$ cat config.mk
export PLATFORM = sky130hd
export DESIGN_NAME = te_act_ctrl
export DESIGN_NICKNAME = d
export VERILOG_FILES = /design/src/rtl/te_act_pkg.sv /design/src/rtl/te_ci_filter.sv /design/src/rtl/te_rx_prio.sv /design/src/rtl/te_act_next.sv /design/src/rtl/te_act_outmap.sv /design/src/rtl/te_act_ctrl.sv
export SDC_FILE = /design/constraint.sdc
export NUM_CORES = 1
export LEC_CHECK = 0
export ABC_AREA = 1
export BUFFER_PORTS_ARGS = -buffer_cell sky130_fd_sc_hd__buf_2
export CELL_PAD_IN_SITES_DETAIL_PLACEMENT = 1
export CELL_PAD_IN_SITES_GLOBAL_PLACEMENT = 1
export CORE_MARGIN = 2
export CORE_UTILIZATION = 38
export CTS_BUF_LIST = sky130_fd_sc_hd__clkbuf_2 sky130_fd_sc_hd__clkbuf_4 sky130_fd_sc_hd__clkbuf_8
export CTS_CLUSTER_DIAMETER = 30
export DETAILED_ROUTE_END_ITERATION = 6
export PLACE_DENSITY_LB_ADDON = 0.2
export SETUP_SLACK_MARGIN = 0.3
export SYNTH_ARGS = -nofsm -noshare
export SYNTH_HDL_FRONTEND = slang
export SYNTH_HIERARCHICAL = 1
export SYNTH_SLANG_ARGS = --single-unit
$ cat constraint.sdc
create_clock -name clk -period 2.1 [get_ports clk]
set_input_delay 0.21 -clock clk [delete_from_list [all_inputs] [get_ports clk]]
set_output_delay 0.21 -clock clk [all_outputs]
set_load 0.005 [all_outputs]
$ cat src/rtl/te_act_pkg.sv
package te_act_pkg;

    localparam int CI_W = 4;
    localparam int TX_W = 2;

    // command codes
    localparam logic [CI_W-1:0] CMD_TIMING = 4'h0;
    localparam logic [CI_W-1:0] CMD_RESET  = 4'h1;
    localparam logic [CI_W-1:0] CMD_TEST   = 4'h2;
    localparam logic [CI_W-1:0] CMD_LOOP   = 4'h3;
    localparam logic [CI_W-1:0] CMD_ACT8   = 4'h8;
    localparam logic [CI_W-1:0] CMD_ACT10  = 4'h9;
    localparam logic [CI_W-1:0] CMD_DEACT  = 4'hF;

    // indication codes
    localparam logic [CI_W-1:0] IND_RESET  = 4'h0;
    localparam logic [CI_W-1:0] IND_TEST   = 4'h2;
    localparam logic [CI_W-1:0] IND_LOOP   = 4'h3;
    localparam logic [CI_W-1:0] IND_PACT   = 4'h4;
    localparam logic [CI_W-1:0] IND_PDEACT = 4'h6;
    localparam logic [CI_W-1:0] IND_PWRUP  = 4'h7;
    localparam logic [CI_W-1:0] IND_SYNC   = 4'h8;
    localparam logic [CI_W-1:0] IND_UNSYNC = 4'hA;
    localparam logic [CI_W-1:0] IND_ACTV   = 4'hC;
    localparam logic [CI_W-1:0] IND_DEACT  = 4'hF;

    typedef enum logic [3:0] {
        S_RESET, S_TEST, S_LOOP, S_DEACT, S_PWRUP,
        S_PACT, S_SYNC, S_ACTV, S_PDEACT, S_UNSYNC
    } act_state_e;

    typedef enum logic [TX_W-1:0] {
        TX_INFO0 = 2'd0,
        TX_INFO1 = 2'd1,
        TX_TEST  = 2'd2,
        TX_INFO3 = 2'd3
    } tx_sel_e;

    typedef enum logic [2:0] {
        K_NONE, K_RESET, K_TEST, K_LOOP, K_TIMING, K_ACT, K_DEACT
    } cmd_kind_e;

    typedef enum logic [1:0] {
        RX_NONE, RX_I0, RX_I2, RX_I4
    } rx_kind_e;

    typedef struct packed {
        act_state_e st;
    } ctrl_state_t;

    typedef struct packed {
        logic [CI_W-1:0] last;
    } filt_state_t;

endpackage

$ cat src/rtl/te_ci_filter.sv
module te_ci_filter
    import te_act_pkg::*;
#(
    parameter int W = CI_W
) (
    input  logic         clk,
    input  logic         rst,
    input  logic         valid,
    input  logic [W-1:0] code,
    output logic         fresh,
    output cmd_kind_e    kind
);

    filt_state_t f_d, f_q;

    always_comb begin
        f_d   = f_q;
        fresh = valid && (code != f_q.last);
        if (valid) begin
            f_d.last = code;
        end
        kind = K_NONE;
        if (fresh) begin
            unique case (code)
                CMD_RESET:           kind = K_RESET;
                CMD_TEST:            kind = K_TEST;
                CMD_LOOP:            kind = K_LOOP;
                CMD_TIMING:          kind = K_TIMING;
                CMD_ACT8, CMD_ACT10: kind = K_ACT;
                CMD_DEACT:           kind = K_DEACT;
                default:             kind = K_NONE;
            endcase
        end
    end

    always_ff @(posedge clk) begin
        if (rst) begin
            f_q.last <= CMD_RESET;
        end else begin
            f_q <= f_d;
        end
    end

endmodule

$ cat src/rtl/te_rx_prio.sv
module te_rx_prio
    import te_act_pkg::*;
(
    input  logic     info0,
    input  logic     info2,
    input  logic     info4,
    output rx_kind_e rx
);

    always_comb begin
        if (info4) begin
            rx = RX_I4;
        end else if (info2) begin
            rx = RX_I2;
        end else if (info0) begin
            rx = RX_I0;
        end else begin
            rx = RX_NONE;
        end
    end

endmodule

$ cat src/rtl/te_act_next.sv
module te_act_next
    import te_act_pkg::*;
(
    input  act_state_e cur,
    input  cmd_kind_e  kind,
    input  rx_kind_e   rx,
    output act_state_e nxt
);

    always_comb begin
        nxt = cur;
        if (kind == K_RESET) begin
            nxt = S_RESET;
        end else if (kind == K_TEST) begin
            nxt = S_TEST;
        end else if (kind == K_LOOP) begin
            nxt = S_LOOP;
        end else begin
            unique case (cur)
                S_RESET, S_TEST, S_LOOP: begin
                    if (kind == K_DEACT) nxt = S_DEACT;
                end
                S_DEACT: begin
                    if (rx == RX_I4)           nxt = S_ACTV;
                    else if (rx == RX_I2)      nxt = S_SYNC;
                    else if (kind == K_TIMING) nxt = S_PWRUP;
                    else if (kind == K_ACT)    nxt = S_PACT;
                end
                S_PWRUP: begin
                    if (rx == RX_I4)          nxt = S_ACTV;
                    else if (rx == RX_I2)     nxt = S_SYNC;
                    else if (kind == K_ACT)   nxt = S_PACT;
                    else if (kind == K_DEACT) nxt = S_DEACT;
                end
                S_PACT: begin
                    if (rx == RX_I4)          nxt = S_ACTV;
                    else if (rx == RX_I2)     nxt = S_SYNC;
                    else if (kind == K_DEACT) nxt = S_DEACT;
                end
                S_SYNC: begin
                    if (rx == RX_I4)          nxt = S_ACTV;
                    else if (rx == RX_I0)     nxt = S_UNSYNC;
                    else if (kind == K_DEACT) nxt = S_PDEACT;
                end
                S_ACTV: begin
                    if (rx == RX_I2)          nxt = S_SYNC;
                    else if (rx == RX_I0)     nxt = S_UNSYNC;
                    else if (kind == K_DEACT) nxt = S_PDEACT;
                end
                S_PDEACT: begin
                    if (rx == RX_I0) nxt = S_DEACT;
                end
                S_UNSYNC: begin
                    if (rx == RX_I4)          nxt = S_ACTV;
                    else if (rx == RX_I2)     nxt = S_SYNC;
                    else if (kind == K_DEACT) nxt = S_DEACT;
                end
                default: nxt = S_RESET;
            endcase
        end
    end

endmodule

$ cat src/rtl/te_act_outmap.sv
module te_act_outmap
    import te_act_pkg::*;
#(
    parameter int W  = CI_W,
    parameter int TW = TX_W
) (
    input  act_state_e    st,
    output logic [TW-1:0] tx,
    output logic [W-1:0]  ind
);

    always_comb begin
        tx  = TX_INFO0;
        ind = IND_RESET;
        unique case (st)
            S_RESET:  begin tx = TX_INFO0; ind = IND_RESET;  end
            S_TEST:   begin tx = TX_TEST;  ind = IND_TEST;   end
            S_LOOP:   begin tx = TX_INFO3; ind = IND_LOOP;   end
            S_DEACT:  begin tx = TX_INFO0; ind = IND_DEACT;  end
            S_PWRUP:  begin tx = TX_INFO0; ind = IND_PWRUP;  end
            S_PACT:   begin tx = TX_INFO1; ind = IND_PACT;   end
            S_SYNC:   begin tx = TX_INFO3; ind = IND_SYNC;   end
            S_ACTV:   begin tx = TX_INFO3; ind = IND_ACTV;   end
            S_PDEACT: begin tx = TX_INFO0; ind = IND_PDEACT; end
            S_UNSYNC: begin tx = TX_INFO0; ind = IND_UNSYNC; end
            default:  begin tx = TX_INFO0; ind = IND_RESET;  end
        endcase
    end

endmodule

$ cat src/rtl/te_act_ctrl.sv
module te_act_ctrl
    import te_act_pkg::*;
(
    input  logic            clk,
    input  logic            rst,
    input  logic            ci_valid,
    input  logic [CI_W-1:0] ci_code,
    input  logic            rx_info0,
    input  logic            rx_info2,
    input  logic            rx_info4,
    output logic [TX_W-1:0] tx_sel,
    output logic [CI_W-1:0] ci_ind
);

    logic        cmd_fresh;
    cmd_kind_e   cmd_kind;
    rx_kind_e    rx_kind;
    act_state_e  st_next;
    ctrl_state_t ctl_d, ctl_q;

    te_ci_filter #(.W(CI_W)) u_filt (
        .clk   (clk),
        .rst   (rst),
        .valid (ci_valid),
        .code  (ci_code),
        .fresh (cmd_fresh),
        .kind  (cmd_kind)
    );

    te_rx_prio u_rx (
        .info0 (rx_info0),
        .info2 (rx_info2),
        .info4 (rx_info4),
        .rx    (rx_kind)
    );

    te_act_next u_next (
        .cur  (ctl_q.st),
        .kind (cmd_kind),
        .rx   (rx_kind),
        .nxt  (st_next)
    );

    always_comb begin
        ctl_d    = ctl_q;
        ctl_d.st = st_next;
    end

    always_ff @(posedge clk) begin
        if (rst) begin
            ctl_q.st <= S_RESET;
        end else begin
            ctl_q <= ctl_d;
        end
    end

    te_act_outmap #(.W(CI_W), .TW(TX_W)) u_out (
        .st  (ctl_q.st),
        .tx  (tx_sel),
        .ind (ci_ind)
    );

endmodule

==> results.md <==
- Ports: 16
- Clock Root Buffer: clkbuf_4
- Max-cap viol count: 0
- Syn_nets: 208
- N_diodes: 0
- Final hold viol count: 0
- GRT Residual Overflow: 0
- CP Class: flip-flop to flip-flop
- Fin cells: 246
- Row cnt: 18
- Multi-input gate area: about 760 um^2
- Crit end category: flip-flop
- Initial DRC count: 47
- Switch Pwr: 0.000156 W
- Vias per cell: about 5.3
- Cell total after placement: 240
- Max Fclk: 516 MHz
- Synth warnings: 6
- Routed wire length: 3.52 mm
- Worst hold slack: 191 ps
- Slew headroom: roughly two thirds
- Avg Inst Size Synth: 5.27 um^2
- Worst-Margin Slew: around 480 ps
- Mapped Cells: 194
- Bufs on Longest Clock Path: 2
- Core area: 0.00252 mm^2
- Gate power share: 30.2%
- CTS tree: yes
- Worst setup SP type: flip-flop
- Worst ir drop on vdd: 0.308 mV
- Max Slew Vio Count: 0
- Area Growth Syn to Fin: 22.9%
- # DRC: 0
- Reg-to-Reg End: ctl_q[1]
- Hold path depth: 2
- Clock power share: 30.3%
- Total die area: 0.00312 mm^2
- Fill cell count: 386
- Global-route wire length before repair: 5.15 mm
- Worst Path Arrival: 2090 ps
- Drt first pass iters: 4
- Pwr dens: 340 mW/mm^2
- GR Util All Layers: between 20% and 30%
- Cell Area, Synth: 0.00102 mm^2
- Critical R2R Launch: u_filt/f_q[2]
- Reg2Reg Depth: 19
- Min-delay src: rst
- Hold buffer count at cts: 0
- Pint: 0.000271 W
- Clock transition at path regs: 60 ps
- Initial antenna violation count: 0
- Die Height: between 50 and 60 um
- Vias in the first global route: 1210
- Nets: between 200 and 250
- Initial Util: 40.5%
- RSZ-0062 raised after global routing: true
- Post-layout util: between 40% and 50%
- CP Data Required Time: 2250 ps
- Share of layout cells above drive strength 1: 32.4%
- Die Width: 55.9 um
- Worst Skew: 5.71 ps
- Final setup viols: 0
- Reg2Reg Setup Slack: 160 ps
- Htree depth: 1
- Crit Path Max Fanout: 6
- Vias: 1310
- Clk sinks: 8
- Post-DP HPWL: 2.48 mm
- Post-DRT Antenna Nets: 0
- Hold path endpoint: ctl_q[2]
- WL per Instance: 14.3 um
- GP Congestion: 0.913
- Type of the worst min-delay path: input port to flip-flop
- Period minus WS final: 1940 ps
- Register Area: 168 um^2
- Largest net degree at the start of global routing: 13
- Final period util: 92.2%
- Status: completed
- Sw frac: 36.5%
- Clock latency on the worst-skew pair: ~270 ps
- Count of input and output buffers: 15
- Sequential share of power: around two fifths
- Static Leakage: between 0.6 and 0.7 nW
- Total CTS buffers: 3
[flip-flops by register name (all words and copies together), names as in the netlist]
signal,cells
ctl_q,4
u_filt/f_q,4
[cell type report]
class | instances | share of cell area (%)
multi-input cells | 147 | 60.9
repair buffers | 20 | 9.26
clock buffers | 3 | 1.79
flip-flops and latches | 8 | 13.3
well taps | 30 | 2.99
inverters | 38 | 11.8
[what timing repair did]
item | in CTS | in global routing
pin swaps | 4 | 3
setup buffers | 1 | 2
endpoints found under the setup margin | 5 | 8
gates resized for setup | 6 | 28
[worst max path at each step]
stage | startpoint | end | depth (start not counted)
after floorplan | u_filt/f_q[2] | ctl_q[0] | 18
after global placement | ci_code[3] | ctl_q[0] | 17
after detailed placement | ci_code[3] | ctl_q[0] | 17
after CTS | u_filt/f_q[3] | ctl_q[0] | 18
after global routing | u_filt/f_q[2] | ctl_q[0] | 19
final | u_filt/f_q[2] | ctl_q[1] | 19
[metal layers]
layer  up-vias  routed length, um  track usage [%]
met5         -                  0                0
met4         0                 63             3.74
met3         8                137             4.42
met2        44               1750             34.0
met1       605               1560             26.9
li1        653                  -                -
[stage by stage]
stage | worst slack, ps | instance area [um^2] | power, W | setup TNS [ps]
after global placement | 134 | 1140 | 0.000276 | 0
after global routing | -62.4 | 1260 | 0.000454 | -120
final | 164 | 1260 | 0.000427 | 0
after CTS | 214 | 1180 | 0.000408 | 0
after floorplan | 325 | 1020 | 0.000244 | 0
after detailed placement | 28.4 | 1140 | 0.000282 | 0
[power by group through the flow]
stage | combinational (W) | sequential [W] | clock (W)
finish | 0.000129 | 0.000169 | 0.000129
global route | 0.000146 | 0.000170 | 0.000138
CTS | 0.000117 | 0.000167 | 0.000124
detailed placement | 0.000112 | 0.000170 | 0
global placement | 0.000107 | 0.000169 | 0
floorplan | 0.0000764 | 0.000167 | 0
[cells in the final DEF, fill, tap and decap left out]
cell type	instances
inv_2	15
nand3_1	14
nand2_2	6
o21ai_2	4
nor2_2	5
buf_6	1
ha_1	4
buf_2	15
a21oi_1	10
nor2_1	19
o21a_1	1
o21ai_0	9
inv_4	2
nand2_1	55
nand3_4	1
nor2_4	2
nor3_1	3
buf_4	4
dfxtp_1	2
nand3_2	2
a21oi_2	2
o22ai_1	1
nor3_2	1
dfxtp_2	6
inv_1	21
nand2_4	1
o21ai_1	3
a31oi_1	1
clkbuf_4	3
nand4_1	3
[critical path: stages, from the launching register on]
cell	delay, ps
dfxtp_2	330
inv_2	40
nand2_1	40
nand2_1	80
nor2_2	50
nand2_1	60
nand2_2	80
nor2_1	100
buf_4	160
nand3_4	120
nand2_4	100
inv_4	50
o21ai_2	100
nand2_1	90
nor2_1	120
nand3_1	100
nand2_1	70
inv_1	40
inv_1	40
nor2_1	40
Power figures use the tool's default switching activity.
